<file path="src/rtl/nrm_sec_pkg.sv">
package nrm_sec_pkg;

   typedef enum logic [1:0] {
      FT_RR  = 2'd0,
      FT_RNR = 2'd1,
      FT_REJ = 2'd2,
      FT_I   = 2'd3
   } frm_t;

   typedef enum logic [2:0] {
      ST_IDLE,
      ST_ARMED,
      ST_SENDING,
      ST_WAIT_ACK,
      ST_RECOVER
   } st_t;

   localparam int IRQ_ALL  = 0;
   localparam int IRQ_RETX = 1;
   localparam int IRQ_TMO  = 2;
   localparam int IRQ_N    = 3;

endpackage

</file>
<file path="src/rtl/nrm_addr_match.sv">
module nrm_addr_match #(
   parameter int ADDR_W = 8,
   parameter bit BCAST  = 1'b1
) (
   input  logic [ADDR_W-1:0] addr,
   input  logic [ADDR_W-1:0] own,
   input  logic [ADDR_W-1:0] bcast,
   input  logic              bcast_en,
   output logic              hit
);

   generate
      if (BCAST) begin : g_bcast
         assign hit = (addr == own) || (bcast_en && (addr == bcast));
      end else begin : g_own_only
         logic unused_bcast;
         assign unused_bcast = ^{bcast, bcast_en};
         assign hit = (addr == own);
      end
   endgenerate

endmodule

</file>
<file path="src/rtl/nrm_seq_cnt.sv">
module nrm_seq_cnt #(
   parameter int SEQ_W = 3
) (
   input  logic             clk,
   input  logic             rst_n,
   input  logic             vs_inc,
   input  logic             vr_inc,
   output logic [SEQ_W-1:0] vs,
   output logic [SEQ_W-1:0] vr
);

   localparam logic [SEQ_W-1:0] ONE = SEQ_W'(1);

   always_ff @(posedge clk) begin
      if (!rst_n) begin
         vs <= '0;
         vr <= '0;
      end else begin
         if (vs_inc) vs <= vs + ONE;
         if (vr_inc) vr <= vr + ONE;
      end
   end

endmodule

</file>
<file path="src/rtl/nrm_tmr.sv">
module nrm_tmr #(
   parameter int TMR_W = 16
) (
   input  logic             clk,
   input  logic             rst_n,
   input  logic             start,
   input  logic [TMR_W-1:0] load,
   output logic             expire
);

   localparam logic [TMR_W-1:0] ONE = TMR_W'(1);

   logic [TMR_W-1:0] cnt;

   always_ff @(posedge clk) begin
      if (!rst_n)            cnt <= '0;
      else if (start)        cnt <= load;
      else if (cnt != '0)    cnt <= cnt - ONE;
   end

   assign expire = !start && (cnt == ONE);

endmodule

</file>
<file path="src/rtl/nrm_sec_tx.sv">
module nrm_sec_tx
   import nrm_sec_pkg::*;
#(
   parameter int SEQ_W  = 3,
   parameter int ADDR_W = 8,
   parameter int TMR_W  = 16,
   parameter bit BCAST  = 1'b1
) (
   input  logic              clk,
   input  logic              rst_n,
   input  logic              rx_valid,
   input  logic [1:0]        rx_type,
   input  logic              rx_pf,
   input  logic [SEQ_W-1:0]  rx_nr,
   input  logic [ADDR_W-1:0] rx_addr,
   input  logic [ADDR_W-1:0] cfg_own_addr,
   input  logic [ADDR_W-1:0] cfg_bcast_addr,
   input  logic              cfg_bcast_en,
   input  logic              host_arm,
   input  logic              tx_done,
   output logic              tx_start,
   output logic              tx_kind,
   output logic              tx_final,
   output logic [SEQ_W-1:0]  tx_ns,
   output logic [SEQ_W-1:0]  tx_nr,
   output logic              tx_path_en,
   input  logic              tmr_start,
   input  logic [TMR_W-1:0]  tmr_load,
   input  logic [2:0]        irq_clr,
   output logic              irq_all_sent,
   output logic              irq_retx,
   output logic              irq_timeout
);

   localparam logic [SEQ_W-1:0] SEQ_ONE = SEQ_W'(1);

   generate
      if (SEQ_W < 2)  begin : g_chk_seq  $error("SEQ_W must be at least 2");  end
      if (ADDR_W < 1) begin : g_chk_addr $error("ADDR_W must be positive");   end
      if (TMR_W < 2)  begin : g_chk_tmr  $error("TMR_W must be at least 2");  end
   endgenerate

   st_t              st, st_nxt;
   frm_t             ftype;
   logic             hit, acc, poll;
   logic             is_ack, is_retx;
   logic [SEQ_W-1:0] vs, vr;
   logic             vs_inc, vr_inc;
   logic             tmo;
   logic             start_d, start_i_d, sending_i;
   logic             set_all, set_retx;
   logic [IRQ_N-1:0] irq_q, irq_set;

   assign ftype = frm_t'(rx_type);

   nrm_addr_match #(.ADDR_W(ADDR_W), .BCAST(BCAST)) u_match (
      .addr     (rx_addr),
      .own      (cfg_own_addr),
      .bcast    (cfg_bcast_addr),
      .bcast_en (cfg_bcast_en),
      .hit      (hit)
   );

   nrm_seq_cnt #(.SEQ_W(SEQ_W)) u_seq (
      .clk    (clk),
      .rst_n  (rst_n),
      .vs_inc (vs_inc),
      .vr_inc (vr_inc),
      .vs     (vs),
      .vr     (vr)
   );

   nrm_tmr #(.TMR_W(TMR_W)) u_tmr (
      .clk    (clk),
      .rst_n  (rst_n),
      .start  (tmr_start),
      .load   (tmr_load),
      .expire (tmo)
   );

   assign acc     = rx_valid && hit;
   assign poll    = acc && rx_pf && ((ftype == FT_RR) || (ftype == FT_I));
   assign vr_inc  = acc && (ftype == FT_I);
   assign is_ack  = acc && (ftype != FT_REJ) && (rx_nr == vs + SEQ_ONE);
   assign is_retx = acc && !is_ack && ((ftype == FT_REJ) || (rx_nr == vs) || poll);

   always_comb begin
      st_nxt    = st;
      start_d   = 1'b0;
      start_i_d = 1'b0;
      vs_inc    = 1'b0;
      set_all   = 1'b0;
      set_retx  = 1'b0;
      unique case (st)
         ST_IDLE: begin
            if (poll) begin
               start_d   = 1'b1;
               start_i_d = host_arm;
               st_nxt    = ST_SENDING;
            end else if (host_arm) begin
               st_nxt = ST_ARMED;
            end
         end
         ST_ARMED: begin
            if (poll) begin
               start_d   = 1'b1;
               start_i_d = 1'b1;
               st_nxt    = ST_SENDING;
            end
         end
         ST_SENDING: begin
            if (tx_done) st_nxt = sending_i ? ST_WAIT_ACK : ST_IDLE;
         end
         ST_WAIT_ACK, ST_RECOVER: begin
            if (is_ack || is_retx) begin
               vs_inc   = is_ack;
               set_all  = is_ack;
               set_retx = is_retx;
               st_nxt   = ST_IDLE;
               if (poll) begin
                  start_d = 1'b1;
                  st_nxt  = ST_SENDING;
               end
            end else if ((st == ST_WAIT_ACK) && tmo) begin
               st_nxt = ST_RECOVER;
            end else if ((st == ST_RECOVER) && host_arm) begin
               st_nxt = ST_ARMED;
            end
         end
         default: st_nxt = ST_IDLE;
      endcase
   end

   always_ff @(posedge clk) begin
      if (!rst_n) begin
         st        <= ST_IDLE;
         tx_start  <= 1'b0;
         tx_kind   <= 1'b0;
         tx_final  <= 1'b0;
         sending_i <= 1'b0;
      end else begin
         st       <= st_nxt;
         tx_start <= start_d;
         tx_final <= start_d;
         if (start_d) begin
            tx_kind   <= start_i_d;
            sending_i <= start_i_d;
         end
      end
   end

   assign irq_set[IRQ_ALL]  = set_all;
   assign irq_set[IRQ_RETX] = set_retx;
   assign irq_set[IRQ_TMO]  = tmo;

   generate
      for (genvar g = 0; g < IRQ_N; g++) begin : g_irq
         always_ff @(posedge clk) begin
            if (!rst_n)          irq_q[g] <= 1'b0;
            else if (irq_set[g]) irq_q[g] <= 1'b1;
            else if (irq_clr[g]) irq_q[g] <= 1'b0;
         end
      end
   endgenerate

   assign irq_all_sent = irq_q[IRQ_ALL];
   assign irq_retx     = irq_q[IRQ_RETX];
   assign irq_timeout  = irq_q[IRQ_TMO];
   assign tx_ns        = vs;
   assign tx_nr        = vr;
   assign tx_path_en   = (st == ST_IDLE) || (st == ST_ARMED);

endmodule

</file>
<file path="config.mk">
export PLATFORM = sky130hd
export DESIGN_NAME = nrm_sec_tx
export DESIGN_NICKNAME = d
export VERILOG_FILES = /design/src/rtl/nrm_sec_pkg.sv /design/src/rtl/nrm_addr_match.sv /design/src/rtl/nrm_seq_cnt.sv /design/src/rtl/nrm_tmr.sv /design/src/rtl/nrm_sec_tx.sv
export SDC_FILE = /design/constraint.sdc
export NUM_CORES = 1
export LEC_CHECK = 0
export BUFFER_PORTS_ARGS = -buffer_cell sky130_fd_sc_hd__buf_4
export CAP_MARGIN = 5
export CORE_MARGIN = 2
export CORE_UTILIZATION = 30
export CTS_CLUSTER_SIZE = 20
export DETAILED_ROUTE_END_ITERATION = 6
export REMOVE_ABC_BUFFERS = 1
export SLEW_MARGIN = 20
export SYNTH_ARGS = -nofsm -noshare
export SYNTH_HDL_FRONTEND = slang
export SYNTH_HIERARCHICAL = 1
export SYNTH_SLANG_ARGS = --single-unit
</file>
<file path="constraint.sdc">
create_clock -name clk -period 2.05 [get_ports clk]
set_clock_uncertainty 0.05 [all_clocks]
set_input_delay 0.1025 -clock clk [delete_from_list [all_inputs] [get_ports clk]]
set_output_delay 0.1025 -clock clk [all_outputs]
set_load 0.02 [all_outputs]
</file>
==> run_results.csv, run 1 <==
group,metric,value,unit
sta,fin_ws,0.0907,ns
setup_path,path_class,"reg -> reg",
sta,hold_violations,0,
die,core,6720,sq um
die,die_area,7560,sq um
yosys,ys_ff_latch,30,
yosys,yosysSeqAreaShare,29.1,%
grt,grt_pass1_wl,8810,microns
die,io_pins,69,
routing,drt-pass1-iter-count,4,
grt,grt_pass1_vias,2039,
final_layout,fillers,678,
sta,fmax,0.510,GHz
status,outcome,"complete, no violations",
die,start_util,30.7,%
sta,slew_viol_final,0,
cts,htree_levels,2,
sta,slew-limit-headroom,63.1,%
sta,period_share,95.6,%
setup_path,worst-endpoint-required,2.17,ns
place,gp_congestion,0.798,
routing,routed_wirelength,5300,microns
sta,period_needed,1.96,ns
cts,cts_tree,"done",
grt,antenna_found_initial,0,
cts,cts.sinks,30,
sta,setup_viol,0,
routing,wl_per_cell,12.5,microns
setup_path,critical_path.top_delay_family,"simple AND/OR/NAND/NOR gates",
final_layout,antenna_cells,0,
setup_path,critPathMaxFanout,3,
setup_path,start_kind,"register",
yosys,syn_area_per_cell,8.53,sq um
cts,post_cts_buffers,0,
final_layout,area_delta_synth_final,46.0,%
yosys,synth_edf_count,0,
setup_path,crit_buf_inv,1,
yosys,syn_inst,242,
die,die_w,86.9,microns
routing,routed_via_density,4.92,
pwr,p_total,1630,uW
sta,worstMarginPinSlew,0.550,ns
place,dpl.hpwl,4070,microns
setup_path,crit_slowest_cell,"or4bb_2",
routing,drc,0,
grt,grtUsageTotal,14.3,%
sta,rsz0062_at_grt,"true",
cts,cts_root_buf,"clkbuf_8",
yosys,syn_area,2060,sq um
die,die_h,86.9,microns
routing,ant_nets,0,
final_layout,final_common_cell,"buf_4",
setup_path,critPathArrivalTime,2.07,ns
pwr,ir_drop,0.000220,V
worst_hold_path,hold_path_class,"in -> reg",
final_layout,nets,406,
setup_path,end_kind,"register",
yosys,synth-async-reset-ratio,0,%
cts,cts.clk_slew.worst_paths,0.07,ns
sta,tns,0,ns
cts,clock_path_buffers,2,
setup_path,path_cells,"inv_1 > ha_1 > nand4_1 > nor2_1 > or4bb_2 > a22oi_2 > a32oi_2 > mux2i_1",
final_layout,post-route-util,44.8,%
final_layout,drive_gt1_share,35.2,%
pwr,pwr_density_cell,543,nW/um^2
die,rows,30,
setup_path,max_stage_delay,0.64,ns
yosys,yosys_warnings,6,
pwr,leakage,0.00132,uW
final_layout,layout_common_cells,"buf_4 (94), dfxtp_1 (27), nand2_1 (24), xor2_1 (19), nor2_1 (16)",
place,place_ws,-0.152,ns
place,io_buffers,68,
cts,numCtsBuffers,5,
grt,grt_start_max_net_pins,23,
cts,clk_latency,0.28,ns
job,maxCapViolations,0,
grt,grt_overflow,0,
yosys,synthFlopType,"dfxtp_1",
routing,vias,2086,
yosys,yosys.cell_types.count,59,
routing,drt_first_iter_violations,113,
==> timing repair <==
item | in CTS | in global routing
resized for setup | 0 | 6
setup endpoints to repair | 0 | 5
hold buffers | 8 | 0
endpoints found under the hold margin | 8 | 0
==> power by group <==
part,switching (uW),internal [uW]
Clock,233,271
Combinational,217,258
Sequential,37.4,619
Total,487,1150
==> synth_stat cells, types with 3 or more instances <==
master	n	area (sq um)
nor2b_1	4	25.0
nand2_1	24	90.1
ha_1	7	87.6
o21ai_0	15	75.1
mux2i_1	5	50.1
nor3b_1	3	22.5
dfxtp_1	30	601
xor2_1	19	166
a21boi_0	3	22.5
nand4_1	10	62.6
o31ai_1	3	22.5
nand2b_1	5	31.3
nor4_1	5	31.3
nand3b_1	3	22.5
nor2_1	16	60.1
inv_1	8	30.0
nor3_1	6	30.0
a21oi_1	5	25.0
a31oi_1	3	18.8
xnor2_1	14	123
nand3_1	7	35.0
clkbuf_1	3	11.3
==> registers in the layout, summed over array words and instances (netlist names), 3 cells and up <==
register   cells
u_seq/vr       3
u_tmr/cnt     16
u_seq/vs       3
st             3
==> cell type report <==
class | instances | area [sq um] | share of cell area, %
Multi-Input combinational cell | 196 | 1400 | 46.5
Timing Repair Buffer | 102 | 786 | 26.1
Inverter | 8 | 30.0 | 0.997
Tap cell | 80 | 100 | 3.32
Sequential cell | 30 | 604 | 20.1
Clock buffer | 7 | 86.3 | 2.87
Clock inverter | 1 | 5.00 | 0.166
==> stage by stage <==
step                      hold slack, ns  instance area, sq um  std cells
after floorplan                    0.161                  2010        234
after global placement             0.247                  2810        408
after detailed placement           0.253                  2810        408
after CTS                        0.00942                  2980        424
after global routing              0.0131                  3010        424
final                             0.0168                  3010        424
==> final timing paths <==
kind,startpoint,end,slack [ns],cells after the start
min reg2reg,irq_timeout,irq_timeout,0.43,2
min,tmr_load[7],u_tmr/cnt[7],0.02,3
max reg2reg,u_tmr/cnt[1],st[1],0.09,8
max,u_tmr/cnt[1],st[1],0.09,8
==> tightest hold or removal path, stage by stage <==
cell and delay, ns:
buf_4 0.08, nand2_1 0.04, o21ai_0 0.09
==> kinds of logic after synthesis <==
family | after synthesis | synth area share (%)
multiplexers | 5 | 2.43
flip-flops | 30 | 29.1
XOR/XNOR | 34 | 15.2
AND/OR/NAND/NOR | 106 | 30.7
buffers and inverters | 16 | 4.18
adder cells (fa/ha/maj) | 7 | 4.24
AO/OA/AOI/OAI | 44 | 14.2
==> per-layer routing <==
layer	wire (microns)	GRT usage, %	up-vias
li1	-	-	1077
met1	2510	18.2	964
met2	2570	24.7	36
met3	147	2.75	9
met4	76	3.84	0
met5	0	0	-
No activity file was read; power rests on OpenSTA's default activity.
==> run 2: changes to the inputs <==
--- a/config.mk
+++ b/config.mk
@@ -15,5 +15,4 @@
 export SLEW_MARGIN = 20
 export SYNTH_ARGS = -nofsm -noshare
 export SYNTH_HDL_FRONTEND = slang
-export SYNTH_HIERARCHICAL = 1
 export SYNTH_SLANG_ARGS = --single-unit
==> run_results.csv, run 2 <==
group,metric,value,unit
die,die_h,85.1,microns
yosys,netlist.top_cell.by_area,"dfxtp_1",
worst_hold_path,hold_path_class,"in -> reg",
yosys,yosysSeqAreaShare,30.5,%
routing,wl_per_cell,12.1,microns
place,dpl.hpwl,3640,microns
setup_path,end_kind,"register",
job,maxCapViolations,0,
yosys,yosys.cell_types.count,49,
die,die_w,85.1,microns
sta,hold_violations,0,
yosys,ys_ff_latch,30,
yosys,synth_top_family_by_area,"simple AND/OR/NAND/NOR gates",
cts,cts.clk_slew.worst_paths,0.07,ns
die,start_util,31.0,%
place,gp_congestion,0.820,
setup_path,path_class,"reg -> reg",
yosys,synth_edf_count,0,
die,io_pins,69,
sta,fmax,0.464,GHz
place,place_ws,-0.167,ns
sta,rsz0062_at_grt,"true",
die,die_area,7230,sq um
cts,numCtsBuffers,5,
sta,fin_ws,-0.104,ns
grt,grt_pass1_vias,1844,
sta,setup_viol,7,
status,outcome,"finished with violations",
setup_path,crit_slowest_cell,"or4_4",
routing,vias,1907,
grt,antenna_found_initial,0,
cts,cts_root_buf,"clkbuf_8",
die,core,6350,sq um
final_layout,layout_common_cells,"buf_4 (82), dfxtp_1 (30), xnor2_1 (26), nand2_1 (20), o21ai_0 (13)",
final_layout,top_register,"u_tmr.cnt",
grt,grt_overflow,0,
sta,period_needed,2.15,ns
yosys,syn_area_per_cell,8.28,sq um
yosys,synthTopCellsByArea,"dfxtp_1 (30%), xnor2_1 (12%), ha_1 (3.8%)",
routing,routed_wirelength,4810,microns
yosys,synthFlopType,"dfxtp_1",
yosys,synth_compound_area_share,16.5,%
cts,cts_tree,"done",
yosys,synthXorXnorAreaFrac,15.1,%
final_layout,largest_reg_flops,16,
place,placed_cells,387,
routing,drt-pass1-iter-count,4,
grt,grtUsageTotal,13.4,%
status,violations,"setup timing",
yosys,synth_top_area_share,30.5,%
yosys,synth_common_cells,"dfxtp_1 (30), xnor2_1 (27), nand2_1 (20), o21ai_0 (15)",
setup_path,max_stage_delay,0.53,ns
setup_path,start_kind,"register",
place,io_buffers,68,
setup_path,worst-endpoint-required,2.23,ns
routing,ant_nets,0,
yosys,syn_area,1970,sq um
final_layout,nets,382,
final_layout,drive_gt1_share,32.7,%
die,rows,29,
pwr,leakage,0.00120,uW
grt,grt_pass1_wl,8010,microns
yosys,synth-async-reset-ratio,0,%
pwr,pwr_density_cell,573,nW/um^2
cts,htree_levels,2,
routing,drt_first_iter_violations,28,
cts,clock_path_buffers,2,
setup_path,path_cells,"or4_4 > or3_4 > buf_6 > or4_1 > nand3_1 > o211a_1",
sta,period_share,105,%
grt,grt_start_max_net_pins,31,
routing,routed_via_density,4.79,
pwr,p_total,1600,uW
yosys,syn_inst,238,
yosys,yosys_warnings,0,
routing,drc,0,
final_layout,area_delta_synth_final,41.5,%
sta,worstMarginPinSlew,0.512,ns
sta,slew-limit-headroom,65.8,%
final_layout,final_common_cell,"buf_4",
sta,slew_viol_final,0,
setup_path,critPathMaxFanout,6,
yosys,muxShareOfSynthArea,1.52,%
setup_path,critPathArrivalTime,2.33,ns
cts,clk_latency,0.28,ns
yosys,synth_most_common_cell,"dfxtp_1",
cts,cts.sinks,30,
final_layout,final-instance-count-excl-fill,398,
yosys,synth_fa_ha_area_share,3.81,%
final_layout,antenna_cells,0,
yosys,synthSimpleGateAreaFrac,27.6,%
pwr,ir_drop,0.000414,V
## run 2: changes by cell type in the layout (fill, tap and decap cells not counted), sizes merged, moves of 7 or more
cell and delta:
buf -9, dlygate4sd3 -7, nor2b +8, xnor2 +13, xor2 -12
## run 2: kinds of logic after synthesis
group / Yosys count
buffers and inverters: 19
adders and majority gates: 6
AOI/OAI and AO/OA: 51
and+or+nand+nor: 95
DFF: 30
muxes: 3
xor gates and xnor gates: 34
## run 2: timing repair
item | in CTS | in global routing
buffers inserted | 2 | 0
hold buffers | 1 | 0
resized for setup | 8 | 5
endpoints found under the hold margin | 1 | 0
endpoints found under the setup margin | 15 | 20
pin swaps | 3 | 4
## run 2: path summary, 6_finish.rpt
kind	startpoint	to	slack, ns	cells after the start
min	tmr_load[4]	u_tmr.cnt[4]	0.03	3
max	u_tmr.cnt[6]	u_tmr.cnt[12]	-0.10	6
min reg2reg	irq_all_sent	irq_all_sent	0.43	2
max reg2reg	u_tmr.cnt[6]	u_tmr.cnt[12]	-0.10	6
## run 2: critical path: cells and delay by family (launching register included)
family          cells  cell delay, ns
compound gates      1            0.13
buf+inv             1            0.15
flops               1            0.31
simple gates        4            1.47
## run 2: area by class of cell
class / count / area, sq um
Fill cell: 633 / 3560
Multi-Input combinational cell: 189 / 1310
Timing Repair Buffer: 86 / 659
Sequential cell: 30 / 601
Tap cell: 77 / 96.3
Clock buffer: 7 / 86.3
Inverter: 8 / 30.0
Clock inverter: 1 / 5.00
## run 2: through the flow
step	setup TNS, ns	util (%)	cell area, sq um	hold WS [ns]
2_1_floorplan	-1.63	-	1900	0.166
3_3_place_gp	-0.874	41.3	2620	0.295
3_5_place_dp	-1.27	41.3	2620	0.292
4_1_cts	-0.486	43.6	2770	0.0195
5_1_grt	-1.99	43.9	2790	0.0350
6_report	-0.420	43.9	2790	0.0258
## run 2: where the power goes
| part | internal (uW) | switching (uW) |
|---|---|---|
| Clock | 271 | 225 |
| Sequential | 616 | 30.3 |
| Combinational | 247 | 208 |
| Total | 1130 | 463 |
## run 2: layer usage
metal,track usage (%),vias up,wire length (microns)
li1,-,991,-
met1,16.6,851,2100
met2,22.6,60,2260
met3,3.99,5,415
met4,3.90,0,40
met5,0,-,0
